File: src/rtl/htu_pkg.sv
package htu_pkg;

    typedef enum logic [1:0] {
        RT_LL = 2'd0,
        RT_RR = 2'd1,
        RT_RL = 2'd2,
        RT_LR = 2'd3
    } route_e;

    typedef enum logic [1:0] {
        FL_KEEP = 2'd0,
        FL_ZERO = 2'd1,
        FL_ONES = 2'd2,
        FL_EXT  = 2'd3
    } fill_e;

    typedef struct packed {
        logic   swap;
        route_e route;
        fill_e  fill;
    } htu_op_t;

    // Source half is the right half for routings RR and RL.
    function automatic logic route_src_right(route_e r);
        return (r == RT_RR) || (r == RT_RL);
    endfunction

    // Destination half is the right half for routings RR and LR.
    function automatic logic route_dst_right(route_e r);
        return (r == RT_RR) || (r == RT_LR);
    endfunction

endpackage

File: src/rtl/htu_route.sv
module htu_route
    import htu_pkg::*;
#(
    parameter int HALF_W = 18
) (
    input  route_e              route,
    input  logic [HALF_W-1:0]   src_hi,
    input  logic [HALF_W-1:0]   src_lo,
    output logic [HALF_W-1:0]   moved,
    output logic                dst_right
);

    logic take_lo;

    always_comb begin
        take_lo   = route_src_right(route);
        dst_right = route_dst_right(route);
        moved     = take_lo ? src_lo : src_hi;
    end

endmodule

File: src/rtl/htu_fill.sv
module htu_fill
    import htu_pkg::*;
#(
    parameter int HALF_W = 18
) (
    input  fill_e               fill,
    input  logic                dst_right,
    input  logic [HALF_W-1:0]   moved,
    input  logic [HALF_W-1:0]   acc_hi,
    input  logic [HALF_W-1:0]   acc_lo,
    output logic [HALF_W-1:0]   other
);

    localparam int SIGN_POS = HALF_W - 1;

    logic [HALF_W-1:0] acc_other;
    logic [HALF_W-1:0] sign_fill;

    always_comb begin
        // The unwritten half sits opposite the destination half.
        acc_other = dst_right ? acc_hi : acc_lo;
        sign_fill = {HALF_W{moved[SIGN_POS]}};
        case (fill)
            FL_KEEP: other = acc_other;
            FL_ZERO: other = '0;
            FL_ONES: other = '1;
            FL_EXT:  other = sign_fill;
            default: other = '0;
        endcase
    end

endmodule

File: src/rtl/htu_pack.sv
module htu_pack #(
    parameter int HALF_W = 18,
    localparam int WORD_W = 2 * HALF_W
) (
    input  logic                swap,
    input  logic                dst_right,
    input  logic [HALF_W-1:0]   moved,
    input  logic [HALF_W-1:0]   other,
    input  logic [HALF_W-1:0]   src_hi,
    input  logic [HALF_W-1:0]   src_lo,
    output logic [WORD_W-1:0]   word
);

    always_comb begin
        if (swap) begin
            word = {src_lo, src_hi};
        end else if (dst_right) begin
            word = {other, moved};
        end else begin
            word = {moved, other};
        end
    end

endmodule

File: src/rtl/halfword_xfer_unit.sv
module halfword_xfer_unit
    import htu_pkg::*;
#(
    parameter int WORD_W = 36
) (
    input  logic              clk,
    input  logic              rst,
    input  logic              op_valid,
    input  logic [1:0]        op_route,
    input  logic [1:0]        op_fill,
    input  logic              op_swap,
    input  logic [WORD_W-1:0] src_word,
    input  logic [WORD_W-1:0] acc_word,
    output logic [WORD_W-1:0] res_word
);

    localparam int HALF_W = WORD_W / 2;

    htu_op_t           op;
    logic [HALF_W-1:0] src_hi, src_lo, acc_hi, acc_lo;
    logic [HALF_W-1:0] moved, other;
    logic              dst_right;
    logic [WORD_W-1:0] next_word;

    always_comb begin
        op.swap  = op_swap;
        op.route = route_e'(op_route);
        op.fill  = fill_e'(op_fill);
        src_hi   = src_word[WORD_W-1:HALF_W];
        src_lo   = src_word[HALF_W-1:0];
        acc_hi   = acc_word[WORD_W-1:HALF_W];
        acc_lo   = acc_word[HALF_W-1:0];
    end

    htu_route #(.HALF_W(HALF_W)) i_route (
        .route     (op.route),
        .src_hi    (src_hi),
        .src_lo    (src_lo),
        .moved     (moved),
        .dst_right (dst_right)
    );

    htu_fill #(.HALF_W(HALF_W)) i_fill (
        .fill      (op.fill),
        .dst_right (dst_right),
        .moved     (moved),
        .acc_hi    (acc_hi),
        .acc_lo    (acc_lo),
        .other     (other)
    );

    htu_pack #(.HALF_W(HALF_W)) i_pack (
        .swap      (op.swap),
        .dst_right (dst_right),
        .moved     (moved),
        .other     (other),
        .src_hi    (src_hi),
        .src_lo    (src_lo),
        .word      (next_word)
    );

    always_ff @(posedge clk) begin
        if (rst) begin
            res_word <= '0;
        end else if (op_valid) begin
            res_word <= next_word;
        end
    end

endmodule

File: config.mk
export PLATFORM = sky130hd
export DESIGN_NAME = halfword_xfer_unit
export DESIGN_NICKNAME = d
export VERILOG_FILES = /design/src/rtl/htu_pkg.sv /design/src/rtl/htu_route.sv /design/src/rtl/htu_fill.sv /design/src/rtl/htu_pack.sv /design/src/rtl/halfword_xfer_unit.sv
export SDC_FILE = /design/constraint.sdc
export NUM_CORES = 1
export LEC_CHECK = 0
export ABC_AREA = 1
export BUFFER_PORTS_ARGS = -buffer_cell sky130_fd_sc_hd__buf_2
export CORE_MARGIN = 2
export CORE_UTILIZATION = 35
export CTS_BUF_LIST = sky130_fd_sc_hd__clkbuf_4
export CTS_CLUSTER_DIAMETER = 50
export DETAILED_ROUTE_END_ITERATION = 12
export GPL_TIMING_DRIVEN = 0
export HOLD_SLACK_MARGIN = 0.15
export PLACE_DENSITY = 0.69
export SLEW_MARGIN = 40
export SYNTH_ARGS = -nofsm -noshare
export SYNTH_HDL_FRONTEND = slang
export SYNTH_SLANG_ARGS = --single-unit
File: constraint.sdc
create_clock -name clk -period 2.9 [get_ports clk]
set_input_delay 0.29 -clock clk [delete_from_list [all_inputs] [get_ports clk]]
set_output_delay 0.29 -clock clk [all_outputs]
set_load 0.01 [all_outputs]
# After elaboration in Yosys (flattened, before gate mapping)
# Cells that the tools add are included.
[word_totals] register_bits=36 elab_cells=15 input_bits=80
[op_classes] mux=5 n_reduce_logical=3 n_eq_ne=6
[op_table] cell="$mux W36" count=2
[op_table] cell="$pmux W18 S4" count=1
[op_table] cell="$mux W18" count=2
[op_table] cell="$eq A2 B2 Y1 const B" count=4
[op_table] cell="$eq A2 B1 Y1 const B" count=2
[op_table] cell="$logic_not A2 Y1" count=1
[op_table] cell="$logic_or A1 B1 Y1" count=2

# Depth between registers and ports, before layout
[depth] depth_word=6 mapped_depth=11 depth_no_buf=9

# By module
# A second synthesis with hierarchy kept.
[hier_totals] hier_cells=639 area_unflattened_um2=3290.7
[modules_own_cells] mod="halfword_xfer_unit" n_inst=1 seq_area_each_um2=720.7 area_each_um2=1505.2 cells_each=228
[modules_own_cells] mod="htu_pack" n_inst=1 seq_area_each_um2=0.0 area_each_um2=984.7 cells_each=232
[modules_own_cells] mod="htu_fill" n_inst=1 seq_area_each_um2=0.0 area_each_um2=505.5 cells_each=117
[modules_own_cells] mod="htu_route" n_inst=1 seq_area_each_um2=0.0 area_each_um2=295.3 cells_each=62

# Worst setup path after synthesis
# No wires, ideal clock.
[synth_timing] kind="input to register" start="input op_route[1]" end="register res_word[10]" n_path_buf=2 cell_stages=11 setup_ns=0.122 required_ns=2.778 arrival_time_ns=1.296 slack_ns=1.483 path_cell_list="inv_1 -> ha_1 -> buf_6 -> inv_8 -> nand2_4 -> nand3_4 -> nand2_4 -> buf_6 -> nand3_1 -> nand2_1 -> a21oi_2"
[synth_between] elab_chain_cells=6
[synth_rtl] item="start, declared" line="halfword_xfer_unit.sv:9" rtl="input logic [1:0] op_route,"
[synth_rtl] item="$eq A2 B1 Y1, or another cell as far along" line="htu_pkg.sv:25, htu_pkg.sv:30"
[synth_rtl] item="$logic_or A1 B1 Y1 (on tied branches)" line="htu_pkg.sv:25, htu_pkg.sv:30"
[synth_rtl] item="$mux W18 (on tied branches)" line="htu_route.sv:18, htu_fill.sv:21"
[synth_rtl] item="$pmux W18 S4" line="htu_fill.sv:23" rtl="case (fill)"
[synth_rtl] item="$mux W36 *" line="htu_pack.sv:17" rtl="end else if (dst_right) begin"
[synth_rtl] item="$mux W36 *" line="htu_pack.sv:15" rtl="if (swap) begin"
[synth_rtl] item="end signal, assigned" line="halfword_xfer_unit.sv:66" rtl="res_word <= next_word;"
[synth_rtl] item="end, declared" line="halfword_xfer_unit.sv:14" rtl="output logic [WORD_W-1:0] res_word"
# Every way passes the cells marked *; elsewhere a longest branch is shown, timed or not.
# A chain may end at the register's enable or synchronous reset.

# Worst setup path in the final report
[layout_timing] start="input op_route[0]" end="register res_word[10]"
# The elaborated chain is that of the path after synthesis.

==> flow_summary.toml <==
[outcome]
status = "finished, final reports clean"

[synth]
syn_nets = 544
syn_area_per_cell_um2 = 6.23
synth.distinct_cells = 20
yosysSeqAreaShare_pct = 25.0
netlist_instances = 462
synth-seq-cells = 36
syn_area_um2 = 2880
ys_warn_count = 0

[cells_and_area]
reg.largest.list = "res_word x36"
final_util_pct = 45.1
drive_gt1_share_pct = 33.1
fillers = 892
antennaDiodeCount = 0
area_delta_synth_final_pct = 26.8
nets = 664
mostFrequentLayoutCell = "buf_2"
layout_common_cells = "120 x buf_2, 108 x nand2_1, 73 x o21ai_0"
largest_reg_flops = 36
largest_register = "res_word"

[setup_path]
cpLargestDelayFamily = "buffers and inverters"
r2r-end = "res_word[2]"
setup.worst_path.start_class = "input pin"
cpPeakStageDelay_ns = 0.31
ff2ff_path_depth = 2
cp_slowest_cell = "ha_1"
cp_cell_sequence = "buf_2 -> ha_1 -> buf_6 -> inv_8 -> nand2_4 -> nand3_4 -> nand2_4 -> buf_6 -> nand3_1 -> nand2_1 -> a21oi_2"
cp.arrival_ns = 1.68
worstPathRequired_ns = 3.15
critPathKind = "in2reg"
regToRegSetupSlack_ns = 2.19
cp_num_buf_inv = 4
cp-end-kind = "flip-flop"
cp_max_fo = 10
worstReg2RegStart = "res_word[2]"

[floorplanning]
ios = 116
dieArea_um2 = 8970
initial_core_util_pct = 35.6
core_um2 = 8090
die_w_um = 94.7
rows = 33
dieHeight_um = 94.7

[timing]
rsz0062_at_grt = "false"
max_clock_freq_ghz = 0.701
fin_tns_setup_ns = 0
report.final.slew_viol_count = 0
finalCritPeriodShare_pct = 49.2
worst_pin_slew_ns = 0.539
clock_skew_ns = 0
min_period_ns = 1.43
finalHoldViolations = 0
finalSetupViolations = 0
max_slew_margin_pct = 64.0
holdWs_ns = 0.239

[place]
dp_hpwl_mm = 7.99
gp_congestion = 0.941
io_buffer_count = 113

[detailed_routing]
drt_pass1_iterations = 4
viasPerCell = 5.03
drt_wl_total_mm = 10.3
drc = 0
wl_per_cell_um = 14.9
drtAntennaViolNets = 0
vias = 3461
drtIter0Drc = 185

[cts]
clk_pin_slew_ns = 0.13
cts_root_buf = "clkbuf_4"
post-cts-setup-buffers = 0
insertion_delay_ns = 0.35
clockBufferDepth = 2
hold_buffers = 0
cts_buffers = 5
htree_levels = 2
numClockSinks = 36
cts_tree = "yes"
post_cts_resized = 0

[worst_hold_path]
min_to = "res_word[19]"
whs_path_depth = 3
min_from = "src_word[1]"
hold_path.class = "in2reg"

[flow_run]
drv_cap = 0

[global_routing]
grt_max_degree = 12
grt_pass1_wl_mm = 16.1
use_met2_pct = 41.7
grt_usage_pct = 23.3
use_met3_pct = 3.35
use_met1_pct = 28.7
grt_pass1_vias = 3379
antenna_found_initial = 0
grt_overflow_total = 0
grt_busiest_layer = "met2"

[pwr]
switching_power_mw = 0.525
swShare_pct = 36.5
p_clk_share_pct = 25.2
p_leak_nw = 1.96
seqPwrFrac_pct = 38.5
peakVddDrop_uv = 197
p_per_area_nw_per_um2 = 393
combPwrFrac_pct = 36.3
p_int_mw = 0.911
-- metrics by stage --
stage	area [um2]	total power, mW	setup WS, ns	cells
3_3_place_gp	3580	1.07	1.13	680
5_1_grt	3650	1.52	1.38	688
4_1_cts	3650	1.44	1.49	688
6_report	3650	1.44	1.47	688
2_1_floorplan	2880	0.889	1.48	462
3_5_place_dp	3580	1.08	1.11	680
-- layer usage --
metal | up-vias | routed length (um)
li1 | 1736 | -
met1 | 1568 | 4250
met2 | 136 | 5010
met3 | 21 | 758
met4 | 0 | 264
met5 | - | 0
-- power groups by stage --
stage | sequential (mW) | clock (mW) | combinational [mW]
after global routing | 0.557 | 0.384 | 0.581
after global placement | 0.563 | 0 | 0.510
final | 0.553 | 0.362 | 0.521
after floorplan | 0.581 | 0 | 0.308
after detailed placement | 0.564 | 0 | 0.517
after CTS | 0.553 | 0.367 | 0.519
-- cells by family (layout without fill, tap and decap cells) --
| family | count (synthesis) | in the layout | share of synthesized area [%] |
|---|---|---|---|
| AO/OA/AOI/OAI | 145 | 145 | 29.1 |
| adder cells (fa/ha/maj) | 2 | 2 | 0.869 |
| buffers and inverters | 95 | 216 | 15.4 |
| flip-flops | 36 | 36 | 25.0 |
| AND/OR/NAND/NOR | 184 | 184 | 29.6 |
-- synthesized netlist by cell type --
library cell  count  area, um2
ha_1              2       25.0
inv_8             1       11.3
nand3_1          53        265
buf_4             2       15.0
buf_6             8       90.1
dfxtp_1          36        721
or2_2            16        100
nor2_4            2       22.5
a21oi_1          42        210
nand2_4           3       33.8
nand2_2           1       6.26
clkinv_1          1       3.75
nand2_1         108        405
a21oi_2          30        263
nand3_4           1       17.5
o21ai_0          73        365
clkbuf_1         13       48.8
inv_1            60        225
buf_2             7       35.0
clkbuf_2          3       15.0
-- tightest hold or removal path: cells and delay by family --
family / cells / cell delay, ns
compound gates: 2 / 0.19
buf+inv: 1 / 0.09
-- worst max-delay path by stage --
| stage | from | endpoint | slack (ns) | cells past startpoint |
|---|---|---|---|---|
| 2_1_floorplan | op_route[1] | res_word[10] | 1.48 | 11 |
| 3_3_place_gp | op_route[0] | res_word[1] | 1.13 | 11 |
| 3_5_place_dp | op_route[0] | res_word[0] | 1.11 | 11 |
| 4_1_cts | op_route[0] | res_word[10] | 1.49 | 11 |
| 5_1_grt | op_route[0] | res_word[0] | 1.38 | 11 |
| 6_report | op_route[0] | res_word[10] | 1.47 | 11 |
-- area by class of cell --
type                            instances  area, um2  area share (%)
Clock buffer                            5       37.5            1.03
Timing Repair Buffer                  113        566            15.5
Inverter                               62        240            6.58
Tap cell                              105        131            3.60
Clock inverter                          3       37.5            1.03
Buffer                                 33        204            5.59
Sequential cell                        36        721            19.7
Multi-Input combinational cell        331       1710            46.9
(Power assumes the default switching activity.)
